`config.mk`:
```
export PLATFORM = sky130hd
export DESIGN_NAME = tma_access_mux
export DESIGN_NICKNAME = d
export VERILOG_FILES = /design/src/rtl/tma_pkg.sv /design/src/rtl/tma_mode_decode.sv /design/src/rtl/tma_status_mux.sv /design/src/rtl/tma_obs_path.sv /design/src/rtl/tma_access_mux.sv
export SDC_FILE = /design/constraint.sdc
export NUM_CORES = 1
export LEC_CHECK = 0
export BUFFER_PORTS_ARGS = -buffer_cell sky130_fd_sc_hd__buf_2
export CAP_MARGIN = 10
export CORE_UTILIZATION = 34
export DETAILED_ROUTE_END_ITERATION = 10
export HOLD_SLACK_MARGIN = 0.06
export PLACE_DENSITY = 0.78
export SYNTH_ARGS = -nofsm -noshare
export SYNTH_HDL_FRONTEND = slang
export SYNTH_HIERARCHICAL = 1
export SYNTH_SLANG_ARGS = --single-unit
```
`constraint.sdc`:
```
create_clock -name clk -period 1.2 [get_ports clk]
set_input_delay 0.18 -clock clk [delete_from_list [all_inputs] [get_ports clk]]
set_output_delay 0.18 -clock clk [all_outputs]
set_load 0.005 [all_outputs]
```
`src/rtl/tma_pkg.sv`:
```
package tma_pkg;

  typedef enum logic [1:0] {
    TMA_NORMAL   = 2'd0,
    TMA_CTL_TEST = 2'd1,
    TMA_DP_TEST  = 2'd2
  } tma_mode_e;

  // Exactly one mode pin high selects a test mode; anything else is normal.
  function automatic tma_mode_e tma_decode(input logic ctl_pin, input logic dp_pin);
    if (ctl_pin && !dp_pin)      return TMA_CTL_TEST;
    else if (dp_pin && !ctl_pin) return TMA_DP_TEST;
    else                         return TMA_NORMAL;
  endfunction

endpackage

```
`src/rtl/tma_mode_decode.sv`:
```
module tma_mode_decode
  import tma_pkg::*;
#(
  parameter int AUX_W = 2
) (
  input  logic             tp_ctl_mode,
  input  logic             tp_dp_mode,
  input  logic [AUX_W-1:0] tp_aux,
  output tma_mode_e        mode,
  output logic [AUX_W-1:0] ctl_aux,
  output logic [AUX_W-1:0] dp_aux,
  output logic             dp_dft_en
);

  logic ctl_on;
  logic dp_on;

  always_comb begin
    mode   = tma_decode(tp_ctl_mode, tp_dp_mode);
    ctl_on = (mode == TMA_CTL_TEST);
    dp_on  = (mode == TMA_DP_TEST);
  end

  assign dp_dft_en = dp_on;

  // Per-bit gating of the free test pins toward each side.
  for (genvar b = 0; b < AUX_W; b++) begin : g_aux
    assign ctl_aux[b] = tp_aux[b] & ctl_on;
    assign dp_aux[b]  = tp_aux[b] & dp_on;
  end

endmodule

```
`src/rtl/tma_status_mux.sv`:
```
module tma_status_mux
  import tma_pkg::*;
#(
  parameter int SW = 2
) (
  input  tma_mode_e     mode,
  input  logic [SW-1:0] pin_low,
  input  logic [SW-1:0] dp_so,
  output logic [SW-1:0] ctl_si
);

  always_comb begin
    if (mode == TMA_CTL_TEST) ctl_si = pin_low;
    else                      ctl_si = dp_so;
  end

endmodule

```
`src/rtl/tma_obs_path.sv`:
```
module tma_obs_path
  import tma_pkg::*;
#(
  parameter int PIN_W = 8,
  parameter int CW    = 4,
  parameter int SW    = 2
) (
  input  logic             clk,
  input  logic             rst_n,
  input  tma_mode_e        mode,
  input  logic             obs_sel,
  input  logic [PIN_W-1:0] dp_po,
  input  logic [CW-1:0]    ctl_co,
  input  logic [SW-1:0]    dp_so,
  output logic [PIN_W-1:0] pin_out
);

  logic [PIN_W-1:0] co_ext;
  logic [PIN_W-1:0] so_ext;
  logic [PIN_W-1:0] nxt;
  logic [PIN_W-1:0] pin_q;

  // Zero-pad the narrow internal lines up to the pin width.
  for (genvar b = 0; b < PIN_W; b++) begin : g_pad
    if (b < CW) begin : g_co
      assign co_ext[b] = ctl_co[b];
    end else begin : g_co_z
      assign co_ext[b] = 1'b0;
    end
    if (b < SW) begin : g_so
      assign so_ext[b] = dp_so[b];
    end else begin : g_so_z
      assign so_ext[b] = 1'b0;
    end
  end

  always_comb begin
    case (mode)
      TMA_CTL_TEST: nxt = co_ext;
      TMA_DP_TEST:  nxt = obs_sel ? so_ext : dp_po;
      default:      nxt = dp_po;
    endcase
  end

  always_ff @(posedge clk or negedge rst_n) begin
    if (!rst_n) pin_q <= '0;
    else        pin_q <= nxt;
  end

  assign pin_out = pin_q;

endmodule

```
`src/rtl/tma_access_mux.sv`:
```
module tma_access_mux
  import tma_pkg::*;
#(
  parameter int PIN_W = 8,
  parameter int CW    = 4,
  parameter int SW    = 2,
  parameter int AUX_W = 2
) (
  input  logic             clk,
  input  logic             rst_n,
  input  logic             tp_ctl_mode,
  input  logic             tp_dp_mode,
  input  logic [AUX_W-1:0] tp_aux,
  input  logic             obs_sel,
  input  logic [PIN_W-1:0] pin_in,
  output logic [PIN_W-1:0] pin_out,
  output logic [PIN_W-1:0] dp_pi,
  input  logic [PIN_W-1:0] dp_po,
  input  logic [CW-1:0]    ctl_co,
  output logic [CW-1:0]    dp_ci,
  input  logic [SW-1:0]    dp_so,
  output logic [SW-1:0]    ctl_si,
  output logic [AUX_W-1:0] ctl_aux,
  output logic [AUX_W-1:0] dp_aux,
  output logic             dp_dft_en
);

  tma_mode_e mode;

  // Primary inputs and control lines are never rerouted.
  assign dp_pi = pin_in;
  assign dp_ci = ctl_co;

  tma_mode_decode #(.AUX_W(AUX_W)) u_decode (
    .tp_ctl_mode (tp_ctl_mode),
    .tp_dp_mode  (tp_dp_mode),
    .tp_aux      (tp_aux),
    .mode        (mode),
    .ctl_aux     (ctl_aux),
    .dp_aux      (dp_aux),
    .dp_dft_en   (dp_dft_en)
  );

  tma_status_mux #(.SW(SW)) u_status (
    .mode    (mode),
    .pin_low (pin_in[SW-1:0]),
    .dp_so   (dp_so),
    .ctl_si  (ctl_si)
  );

  tma_obs_path #(.PIN_W(PIN_W), .CW(CW), .SW(SW)) u_obs (
    .clk     (clk),
    .rst_n   (rst_n),
    .mode    (mode),
    .obs_sel (obs_sel),
    .dp_po   (dp_po),
    .ctl_co  (ctl_co),
    .dp_so   (dp_so),
    .pin_out (pin_out)
  );

endmodule

```
---- Yosys cells after proc, flatten, opt, wreduce, memory -nomap -nowiden ----
Cells that the tools add are included.
W data, S select, Z words.
operators by class
  add/sub/neg operators ................... 0
  $mul .................................... 0
  div/mod/pow operators ................... 0
  $lt $le $gt $ge ......................... 0
  equal/unequal tests ..................... 2
  shift-type cells ........................ 0
  multiplexer cells ....................... 5
  bitwise gates (word level) .............. 4
  reductions and logical operators ........ 4
operator list
  operator              number
  $pmux W8 S2           1
  $mux W8               1
  $mux W2               3
  $and A1 B1 Y1         4
  $eq A2 B1 Y1 const B  1
  $eq A2 B2 Y1 const B  1
  $logic_and A1 B1 Y1   2
  $logic_not A1 Y1      2
storage, ports and cells
  bits in registers ....................... 8
  bits in latches ......................... 0
  memory bits (writable) .................. 0
  memory bits (read-only) ................. 0
  bits of input ports ..................... 29
  output and inout bits ................... 27
  word-level logic and storage cells ...... 16
  memories ................................ 0

---- Longest topological paths before layout ----
Gate-level depths: netlist of run 1.
  depth in word-level cells ............... 6
  mapped depth ............................ 6
  mapped depth without buffers ............ 6

---- Cells and area by module ----
The synthesis of run 1 kept the hierarchy.
modules (own cells, without submodules)
  module           instances  cells an instance  area an instance (um^2)  seq. area each (um^2)
  tma_obs_path     1          28                 351.6                    200.2
  tma_access_mux   1          12                 90.1                     0.0
  tma_mode_decode  1          7                  55.1                     0.0
  tma_status_mux   1          3                  43.8                     0.0

---- Least setup slack after synthesis of run 1 ----
Ideal clock, no wire load.
  path kind ............................... input to register
  start ................................... in tp_dp_mode
  end ..................................... reg u_obs.pin_q[0] (netlist: u_obs/pin_out[0])
  library setup time ...................... 126 ps
  data arrival time ....................... 1,235 ps
  required time ........................... 1,074 ps
  slack ................................... -161 ps
  cell stages on the path ................. 6
  buffers on the path ..................... 1
  cells stage by stage .................... nor2b_1 > buf_4 > ha_1 > nor2b_1 > and3_1 > a221o_1
between the ends
  word-level cells in the longest chain between the ends .. 5
  elaborated cells between the ends (all ways) .. 8
  those cells by class .................... eq/ne: 2; mux: 3; reduce/logical: 3
ends and longest elaborated chain
  item                                                            RTL line                      RTL
  start: declaration                                              tma_access_mux.sv:12          input logic tp_dp_mode,
  $logic_and A1 B1 Y1 / $logic_not A1 Y1 (equally long branches)  tma_pkg.sv:12, tma_pkg.sv:11
  $mux W2 / $logic_and A1 B1 Y1 (equally long branches)           tma_pkg.sv:12, tma_pkg.sv:11
  $mux W2 (*)                                                     tma_pkg.sv:11                 if (ctl_pin && !dp_pin) return TMA_CTL_TEST;
  named net mode[1]                                               tma_access_mux.sv:28          tma_mode_e mode;
  $eq A2 B2 Y1 / $eq A2 B1 Y1 (equally long branches)             tma_obs_path.sv:38            case (mode)
  $pmux W8 S2 (*)                                                 tma_obs_path.sv:38
  named net u_obs.nxt[0]                                          tma_obs_path.sv:20            logic [PIN_W-1:0] nxt;
  end signal: assignment                                          tma_obs_path.sv:47            else pin_q <= nxt;
  end: declaration                                                tma_obs_path.sv:21            logic [PIN_W-1:0] pin_q;
Mark *: on every way through the listed nets, which the timed path passes. The rest lies on a longest branch.

---- Worst setup path after layout of run 1 ----
  start ................................... in tp_ctl_mode
  end ..................................... out ctl_si[1]
between the ends
  elaborated cells between the ends (all ways) .. 7
  those cells by class .................... eq/ne: 1; mux: 3; reduce/logical: 3
RTL lines
  item                 RTL line              RTL
  start: declaration   tma_access_mux.sv:11  input logic tp_ctl_mode,
  $logic_and A1 B1 Y1  tma_pkg.sv:11
  $mux W2              tma_pkg.sv:11
  named net mode[0]    tma_access_mux.sv:28
  $eq A2 B1 Y1         tma_status_mux.sv:13  if (mode == TMA_CTL_TEST) ctl_si = pin_low;
  $mux W2              tma_status_mux.sv:13
  end: declaration     tma_access_mux.sv:22  output logic [SW-1:0] ctl_si,
The timed path passes the listed nets, and every way through them passes these cells.

==> results of run 1 <==
Yosys cell counts:
library cell / instances
nor2b_1: 4
and3b_1: 4
inv_1: 3
a221o_1: 2
and3_1: 2
dfrtp_1: 8
a21o_1: 2
mux2_4: 2
and2_1: 4
nor2b_4: 1
a22o_1: 2
ha_1: 3
buf_4: 13
report_power, final:
group | internal [mW] | total, mW | switching [mW] | leakage (nW)
Sequential | 0.295 | 0.300 | 0.00463 | 0.0995
Clock | 0.114 | 0.192 | 0.0787 | 0.0138
Combinational | 0.135 | 0.221 | 0.0854 | 0.380
Total | 0.544 | 0.713 | 0.169 | 0.493
per-layer routing:
layer,vias to the layer above,global-route usage [%],part of all wire (%)
met5,-,0,0
met3,4,2.61,10
li1,240,-,-
met1,204,13.2,36
met2,33,24.7,53
met4,0,9.68,0.80
metrics by stage:
step                      power, mW  setup TNS [ns]  utilization, %  setup slack, ns
after floorplan               0.427         -0.0746               -          -0.0373
after global placement        0.497           -1.24            49.6           -0.210
after detailed placement      0.503           -1.46            49.6           -0.246
after CTS                     0.718         -0.0900            54.6          -0.0463
after global routing          0.763         -0.0513            55.4          -0.0278
final                         0.713        -0.00223            55.4         -0.00223
final timing paths:
path	start	to	slack, ns	depth (start not counted)
max in group asynchronous	rst_n	u_obs/pin_out[0]$_DFF_PN0_	0.75	2
min in group asynchronous	rst_n	u_obs/pin_out[6]$_DFF_PN0_	0.30	2
worst min-delay path	dp_po[6]	u_obs/pin_out[6]$_DFF_PN0_	0.14	2
worst max-delay path	tp_ctl_mode	ctl_si[1]	-0.002	5
cells by family (layout without fill, tap and decap cells):
logic type / Yosys count / count (layout)
buffers and inverters: 16 / 57
AND/OR/NAND/NOR: 15 / 15
flip-flops: 8 / 8
AO/OA/AOI/OAI: 6 / 6
adder cells (fa/ha/maj): 3 / 3
multiplexers: 2 / 2
cell type report:
| cell class | count | share of cell area [%] |
|---|---|---|
| repair buffers | 51 | 36.9 |
| multi-input cells | 26 | 32.3 |
| flip-flops and latches | 8 | 24.3 |
| clock buffers | 3 | 2.73 |
| well taps | 16 | 2.43 |
| inverters | 3 | 1.37 |
repair_timing:
| item | CTS | global route |
|---|---|---|
| setup endpoints to repair | 2 | 2 |
| hold buffers | 1 | 0 |
| buffers inserted | 2 | 2 |
| gates resized for setup | 7 | 2 |
| hold endpoints to repair | 8 | 0 |
==> flow_metrics.py, run 1 <==
metrics = {
    "global_routing": {
        "grt_usage_pct": 13.5,
        "grt_max_degree": 9,
        "antenna_found_initial": 0,
        "grt_pass1_wl_microns": 1760,
        "gr-total-overflow": 0,
        "grt_pass1_vias": 441,
    },
    "route": {
        "first_iter_violations": 2,
        "routedWlPerCell_microns": 10.5,
        "drc": 0,
        "routed_wl_microns": 1120,
        "vias": 481,
        "first_pass_iters": 2,
        "drt.antenna.violating_nets": 0,
        "vias_per_cell": 4.50,
    },
    "timing": {
        "finalCritPeriodShare_pct": 100,
        "max_slew_margin_pct": 89.2,
        "setup_viol": 1,
        "hold_viol": 0,
        "fin_ws_ns": -0.00223,
        "fmax_mhz": 832,
        "fin_crit_ns": 1.20,
        "grt_setup_unrepaired": "yes",
        "worst_pin_slew_ns": 0.162,
        "fin_hold_ws_ns": 0.139,
        "maxSlewViolCount": 0,
    },
    "clocking": {
        "cts_tree": "done",
        "htree_levels": 1,
        "cts_buffers": 3,
        "clock-sinks": 8,
        "clkSlewWorstSetupHoldPaths_ns": 0.05,
        "cts_buffer_depth": 2,
        "cts_root_buf": "clkbuf_4",
    },
    "final_layout": {
        "area_growth_pct": 52.5,
        "fin_area_sq_um": 825,
        "drive_gt1_share_pct": 67.0,
        "fin_nets": 125,
        "final_common_cell": "buf_2",
        "num-fill-cells": 135,
        "antenna_cells": 0,
        "layout_common_cells": "buf_2 (40), dfrtp_1 (8), buf_4 (7)",
        "register_area_sq_um": 200,
        "multiInputGateArea_sq_um": 267,
        "largest_register_ffs": 8,
        "final_cells": 107,
    },
    "synthesis": {
        "yosys.area_share.xor_xnor_pct": 0,
        "yosysUniqueCellTypes": 13,
        "ys_ff_latch": 8,
        "syn-instance-count": 50,
        "synth_area_sq_um": 541,
        "synth_warnings": 6,
        "synth-compound-area-share_pct": 9.72,
        "avgSynthCellArea_sq_um": 10.8,
        "synthSimpleGateAreaFrac_pct": 20.6,
        "synth_area_leaders": "dfrtp_1 (37%), buf_4 (18%), ha_1 (6.9%), and3b_1 (6.5%), mux2_4 (5.6%)",
        "yosysTopAreaCell": "dfrtp_1",
        "synth_top_area_share_pct": 37.0,
        "synth_nets": 82,
        "ys_seq_area_share_pct": 37.0,
        "synthMuxAreaShare_pct": 5.56,
        "synth_top_family_by_area": "simple AND/OR/NAND/NOR gates",
        "synth_adder_area_share_pct": 6.94,
    },
    "worst_setup_path": {
        "required_ns": 1.02,
        "crit_chain": "buf_8 -> nor2b_4 -> nor2b_4 -> mux2_4 -> buf_6",
        "criticalPathCategory": "input port to output port",
        "critPathCaptureType": "output port",
        "cp_max_fo": 4,
        "cp_common_cell": "nor2b_4",
        "cp_slowest_cell": "mux2_4",
        "crit_path_start_kind": "input port",
        "arrival_ns": 1.02,
        "crit_buf_inv": 2,
        "cpLargestDelayFamily": "simple AND/OR/NAND/NOR gates",
        "critical_path.max_stage_delay_ns": 0.31,
    },
    "place": {
        "place.gp.congestion": 0.631,
        "hpwl_microns": 899,
        "port-buffer-count": 43,
        "dpl_cell_area_sq_um": 738,
        "dp.cells": 100,
    },
    "hold_path": {
        "hp-class": "input port to flip-flop",
    },
    "floorplan": {
        "start_util_pct": 36.3,
        "fp.dieW_microns": 41.9,
        "fp-row-count": 14,
        "die_area_sq_um": 1750,
        "core_sq_um": 1490,
        "die_y_microns": 41.9,
        "ios": 56,
    },
    "power_and_ir_drop": {
        "p_per_area_nw_per_um2": 864,
        "leakage_nw": 0.493,
        "vdd_ir_drop_max_mv": 0.280,
    },
    "run_status": {
        "violations": "negative setup slack",
        "status": "complete, but fails checks",
    },
    "flow_run": {
        "cap_violations": 0,
    },
}
No activity file was read; power rests on OpenSTA's default activity.
==> run 2, diff against run 1 <==
- ABC_AREA: unset -> 1
- CORE_UTILIZATION: 34 -> 35
- PLACE_DENSITY: 0.78 -> 0.77
==> flow_metrics.py, run 2 <==
metrics = {
    "run_status": {
        "status": "finished, final reports clean",
    },
    "timing": {
        "fin_ws_ns": 0.152,
        "finalCritPeriodShare_pct": 87.3,
        "maxSlewViolCount": 0,
        "hold_viol": 0,
        "fmax_mhz": 954,
        "worst_pin_slew_ns": 0.169,
        "fin_hold_ws_ns": 0.132,
        "fin_tns_setup_ns": 0,
        "grt_setup_unrepaired": "no",
        "max_slew_margin_pct": 88.7,
        "setup_viol": 0,
        "fin_crit_ns": 1.05,
    },
    "synthesis": {
        "synthSimpleGateAreaFrac_pct": 31.5,
        "synth_top_family_by_area": "simple AND/OR/NAND/NOR gates",
        "synth_ff_type": "dfrtp_1",
        "synth_adder_area_share_pct": 6.34,
        "async_flop_share_pct": 100,
        "yosysTopAreaCell": "dfrtp_1",
        "synthTopCellsByCount": "nand2_1 (22), inv_1 (15), buf_4 (13)",
        "synth_edf_count": 0,
        "synth_nets": 115,
        "synth_top_area_share_pct": 33.8,
        "synth_area_sq_um": 592,
        "yosys.area_share.xor_xnor_pct": 0,
        "yosysUniqueCellTypes": 12,
        "synth_warnings": 6,
        "synth-compound-area-share_pct": 0,
        "synthMuxAreaShare_pct": 0,
        "ys_ff_latch": 8,
        "avgSynthCellArea_sq_um": 7.13,
        "ys_seq_area_share_pct": 33.8,
        "synth_most_common_cell": "nand2_1",
        "syn-instance-count": 83,
        "synth_area_leaders": "dfrtp_1 (34%), buf_4 (16%), nand2_1 (14%), inv_1 (9.5%), nand3_1 (6.8%)",
    },
    "global_routing": {
        "antenna_found_initial": 0,
        "grt_usage_pct": 13.2,
        "grt_max_degree": 9,
        "grt_pass1_wl_microns": 1880,
        "grt_pass1_vias": 525,
        "gr-total-overflow": 0,
    },
    "route": {
        "routedWlPerCell_microns": 8.36,
        "first_iter_violations": 3,
        "first_pass_iters": 2,
        "vias_per_cell": 4.25,
        "drt.antenna.violating_nets": 0,
        "vias": 582,
        "drc": 0,
        "routed_wl_microns": 1150,
    },
    "worst_setup_path": {
        "crit_path_start_kind": "input port",
        "required_ns": 1.02,
        "criticalPathCategory": "input port to output port",
        "critPathCaptureType": "output port",
        "cp_slowest_cell": "buf_4",
        "critical_path.max_stage_delay_ns": 0.13,
        "arrival_ns": 0.87,
        "cp_max_fo": 4,
        "crit_chain": "buf_2 -> inv_1 -> nand2_2 -> inv_2 -> buf_4 -> inv_2 -> nand2_2 -> nand2_1 -> nand2_1 -> buf_2",
    },
    "floorplan": {
        "fp.dieW_microns": 43.1,
        "start_util_pct": 38.4,
        "ios": 56,
        "core_sq_um": 1540,
        "die_y_microns": 43.1,
        "die_area_sq_um": 1860,
        "fp-row-count": 14,
    },
    "clocking": {
        "clkSlewWorstSetupHoldPaths_ns": 0.05,
        "cts_buffers": 3,
        "clock-sinks": 8,
        "cts_setup_buffers": 0,
        "htree_levels": 1,
        "cts_tree": "done",
        "cts_buffer_depth": 2,
        "cts_root_buf": "clkbuf_4",
    },
    "final_layout": {
        "area_growth_pct": 34.2,
        "drive_gt1_share_pct": 52.1,
        "largest_register_ffs": 8,
        "final_cells": 137,
        "num-fill-cells": 154,
        "fin_area_sq_um": 795,
        "final_common_cell": "buf_2",
        "final_core_util_pct": 51.5,
        "fin_nets": 155,
        "layout_common_cells": "buf_2 (43), nand2_1 (21), inv_1 (13)",
        "antenna_cells": 0,
    },
    "power_and_ir_drop": {
        "leakage_nw": 0.533,
        "p_per_area_nw_per_um2": 882,
        "p_total_uw": 701,
        "vdd_ir_drop_max_mv": 0.285,
    },
    "hold_path": {
        "hp-class": "input port to flip-flop",
    },
    "place": {
        "dpl_cell_area_sq_um": 759,
        "hpwl_microns": 1010,
        "dp.cells": 133,
        "dp_slack_ns": -0.0877,
        "place.gp.congestion": 0.786,
        "port-buffer-count": 43,
    },
    "flow_run": {
        "cap_violations": 0,
    },
}
-- run 2: cell types whose count changed after synthesis, sizes merged --
cell | previous run | this run
nand2 | 0 | 25
inv | 3 | 18
nand3 | 0 | 8
nor2 | 0 | 8
nor2b | 5 | 0
and2 | 4 | 0
and3b | 4 | 0
a21o | 2 | 0
a221o | 2 | 0
a22o | 2 | 0
and3 | 2 | 0
mux2 | 2 | 0
-- run 2: kinds of logic (layout without fill, tap and decap cells) --
group / after synthesis / after routing
buffers and inverters: 31 / 69
and+or+nand+nor: 41 / 41
adders and majority gates: 3 / 3
DFF: 8 / 8
-- run 2: layout make-up --
| cell class | count | area [sq um] | area share [%] |
|---|---|---|---|
| flip-flops and latches | 8 | 200 | 25.2 |
| multi-input cells | 44 | 226 | 28.5 |
| well taps | 16 | 20.0 | 2.52 |
| inverters | 18 | 70.1 | 8.82 |
| repair buffers | 48 | 255 | 32.1 |
| clock buffers | 3 | 22.5 | 2.83 |
-- run 2: report_power, final --
group	internal, mW	switching (mW)
clock network	0.113	0.0766
registers	0.295	0.00481
logic	0.102	0.108
-- run 2: critical path, delay by kind of cell --
family,cells,cell delay [ns]
buffers and inverters,6,0.49
and+or+nand+nor,4,0.20
-- run 2: metal layers --
layer	wire, microns	GRT usage [%]	part of all wire [%]
met1	429	13.0	37
met2	584	24.8	51
met3	108	1.70	9.4
met4	23	9.09	2.0
met5	0	0	0
-- run 2: path summary, 6_finish.rpt --
check | start | endpoint | slack (ns) | depth (start not counted)
setup / recovery | tp_ctl_mode | ctl_si[1] | 0.15 | 10
hold / removal | dp_po[2] | u_obs/pin_out[2]$_DFF_PN0_ | 0.13 | 3
max in group asynchronous | rst_n | u_obs/pin_out[3]$_DFF_PN0_ | 0.73 | 2
min in group asynchronous | rst_n | u_obs/pin_out[7]$_DFF_PN0_ | 0.31 | 2
-- run 2: repair_timing --
action | in CTS | in global routing
setup endpoints to repair | 0 | 2
hold endpoints to repair | 8 | 0
gates resized for setup | 0 | 3
hold buffers | 1 | 0
==> run 3, diff against run 2 <==
- RECOVER_POWER: unset -> 100
- clock period: 1.2 -> 1.1 ns (I/O delays scaled with it)
==> flow_metrics.py, run 3 (same netlist as run 2, synthesis figures left out) <==
metrics = {
    "route": {
        "routedWlPerCell_microns": 8.74,
        "first_iter_violations": 4,
        "vias_per_cell": 4.30,
        "first_pass_iters": 3,
        "drc": 0,
        "routed_wl_microns": 1210,
        "vias": 594,
        "drt.antenna.violating_nets": 0,
    },
    "final_layout": {
        "area_growth_pct": 38.3,
        "largest_register_ffs": 8,
        "final_cells": 138,
        "final_common_cell": "buf_2",
        "layout_common_cells": "buf_2 (37), nand2_1 (20), inv_1 (11)",
        "final_core_util_pct": 53.1,
        "drive_gt1_share_pct": 51.6,
        "antenna_cells": 0,
        "fin_nets": 156,
    },
    "timing": {
        "fmax_mhz": 974,
        "hold_viol": 0,
        "worst_pin_slew_ns": 0.395,
        "fin_crit_ns": 1.03,
        "max_slew_margin_pct": 73.7,
        "maxSlewViolCount": 0,
        "finalCritPeriodShare_pct": 93.3,
        "setup_viol": 0,
    },
    "global_routing": {
        "grt_pass1_vias": 478,
        "grt_usage_pct": 12.6,
        "gr-total-overflow": 0,
        "antenna_found_initial": 0,
        "grt_pass1_wl_microns": 1750,
        "grt_max_degree": 9,
    },
    "power_and_ir_drop": {
        "p_per_area_nw_per_um2": 958,
        "p_switching_uw": 220,
        "vdd_ir_drop_max_mv": 0.332,
        "switching_share_pct": 28.1,
        "pwr-share-comb_pct": 30.9,
        "p_int_uw": 564,
        "leakage_nw": 0.522,
        "clockPowerShare_pct": 27.4,
        "p_seq_share_pct": 41.7,
    },
    "worst_setup_path": {
        "cp_slowest_cell": "buf_4",
        "criticalPathCategory": "input port to output port",
        "critPathCaptureType": "output port",
        "crit_chain": "buf_4 -> inv_2 -> nand2_2 -> inv_4 -> buf_4 -> inv_4 -> nand2_2 -> nand2_1 -> nand2_1 -> buf_2",
        "crit_path_start_kind": "input port",
        "cp_max_fo": 3,
        "critical_path.max_stage_delay_ns": 0.14,
        "required_ns": 0.94,
        "arrival_ns": 0.86,
    },
    "clocking": {
        "cts_buffers": 3,
        "cts_buffer_depth": 2,
        "cts_tree": "done",
        "clock-sinks": 8,
        "clkSlewWorstSetupHoldPaths_ns": 0.05,
        "htree_levels": 1,
        "cts_root_buf": "clkbuf_4",
    },
    "place": {
        "port-buffer-count": 43,
        "hpwl_microns": 968,
        "dp.cells": 131,
        "place.gp.congestion": 0.793,
    },
    "hold_path": {
        "hp-class": "input port to flip-flop",
    },
    "floorplan": {
        "fp-row-count": 14,
        "die_area_sq_um": 1860,
        "fp.dieW_microns": 43.1,
        "core_sq_um": 1540,
        "start_util_pct": 38.4,
        "die_y_microns": 43.1,
        "ios": 56,
    },
    "run_status": {
        "status": "finished, final reports clean",
    },
    "flow_run": {
        "cap_violations": 0,
    },
}
[run 3: final cells by class]
cell class	instances	area (sq um)
clock buffer	3	22.5
fill	156	723
inverter	18	75.1
multi-input combinational	44	241
sequential	8	200
tap	16	20.0
timing repair buffer	49	259
[run 3: worst paths after layout]
check                                             end  slack [ns]  depth (start not counted)        start
hold / removal             u_obs/pin_out[3]$_DFF_PN0_        0.10                          3     dp_po[3]
setup / recovery                            ctl_si[0]        0.07                         10  tp_ctl_mode
max in group asynchronous  u_obs/pin_out[6]$_DFF_PN0_        0.48                          2        rst_n
min in group asynchronous  u_obs/pin_out[3]$_DFF_PN0_        0.34                          2        rst_n
[run 3: timing repair]
item,4_1_cts,5_1_grt
hold endpoints to repair,8,0
gates resized for setup,2,6
hold buffers,1,0
setup endpoints to repair,2,2
pin swaps,0,1
setup buffers,0,3
[run 3: worst max-delay path, delay by kind of cell]
kind / cells / cell delay [ns]
buf+inv: 6 / 0.47
simple gates: 4 / 0.23
[run 3: power by group through the flow]
stage | Sequential [mW] | Clock [mW] | Combinational [mW]
3_3_place_gp | 0.332 | 0 | 0.222
2_1_floorplan | 0.339 | 0 | 0.140
4_1_cts | 0.327 | 0.227 | 0.232
6_report | 0.327 | 0.215 | 0.242
3_5_place_dp | 0.332 | 0 | 0.227
5_1_grt | 0.329 | 0.237 | 0.273
[run 3: stage by stage]
step	hold WS [ns]	TNS [ns]	worst slack, ns	power (mW)	cell area (sq um)
floorplan	-0.131	0	0.00682	0.479	604
global placement	0.00358	-0.639	-0.0811	0.554	757
detailed placement	0.00759	-1.05	-0.122	0.559	757
CTS	0.0955	0	0.00796	0.786	792
global route	0.108	-0.0135	-0.0135	0.839	818
finish	0.103	0	0.0738	0.784	818
[run 3: per-layer routing]
metal | vias to the layer above | part of all wire, % | wire (microns) | track usage, %
li1 | 306 | - | - | -
met1 | 246 | 38 | 453 | 12.3
met2 | 35 | 50 | 608 | 22.1
met3 | 7 | 8.4 | 101 | 1.28
met4 | 0 | 3.5 | 42 | 12.7
met5 | - | 0 | 0 | 0
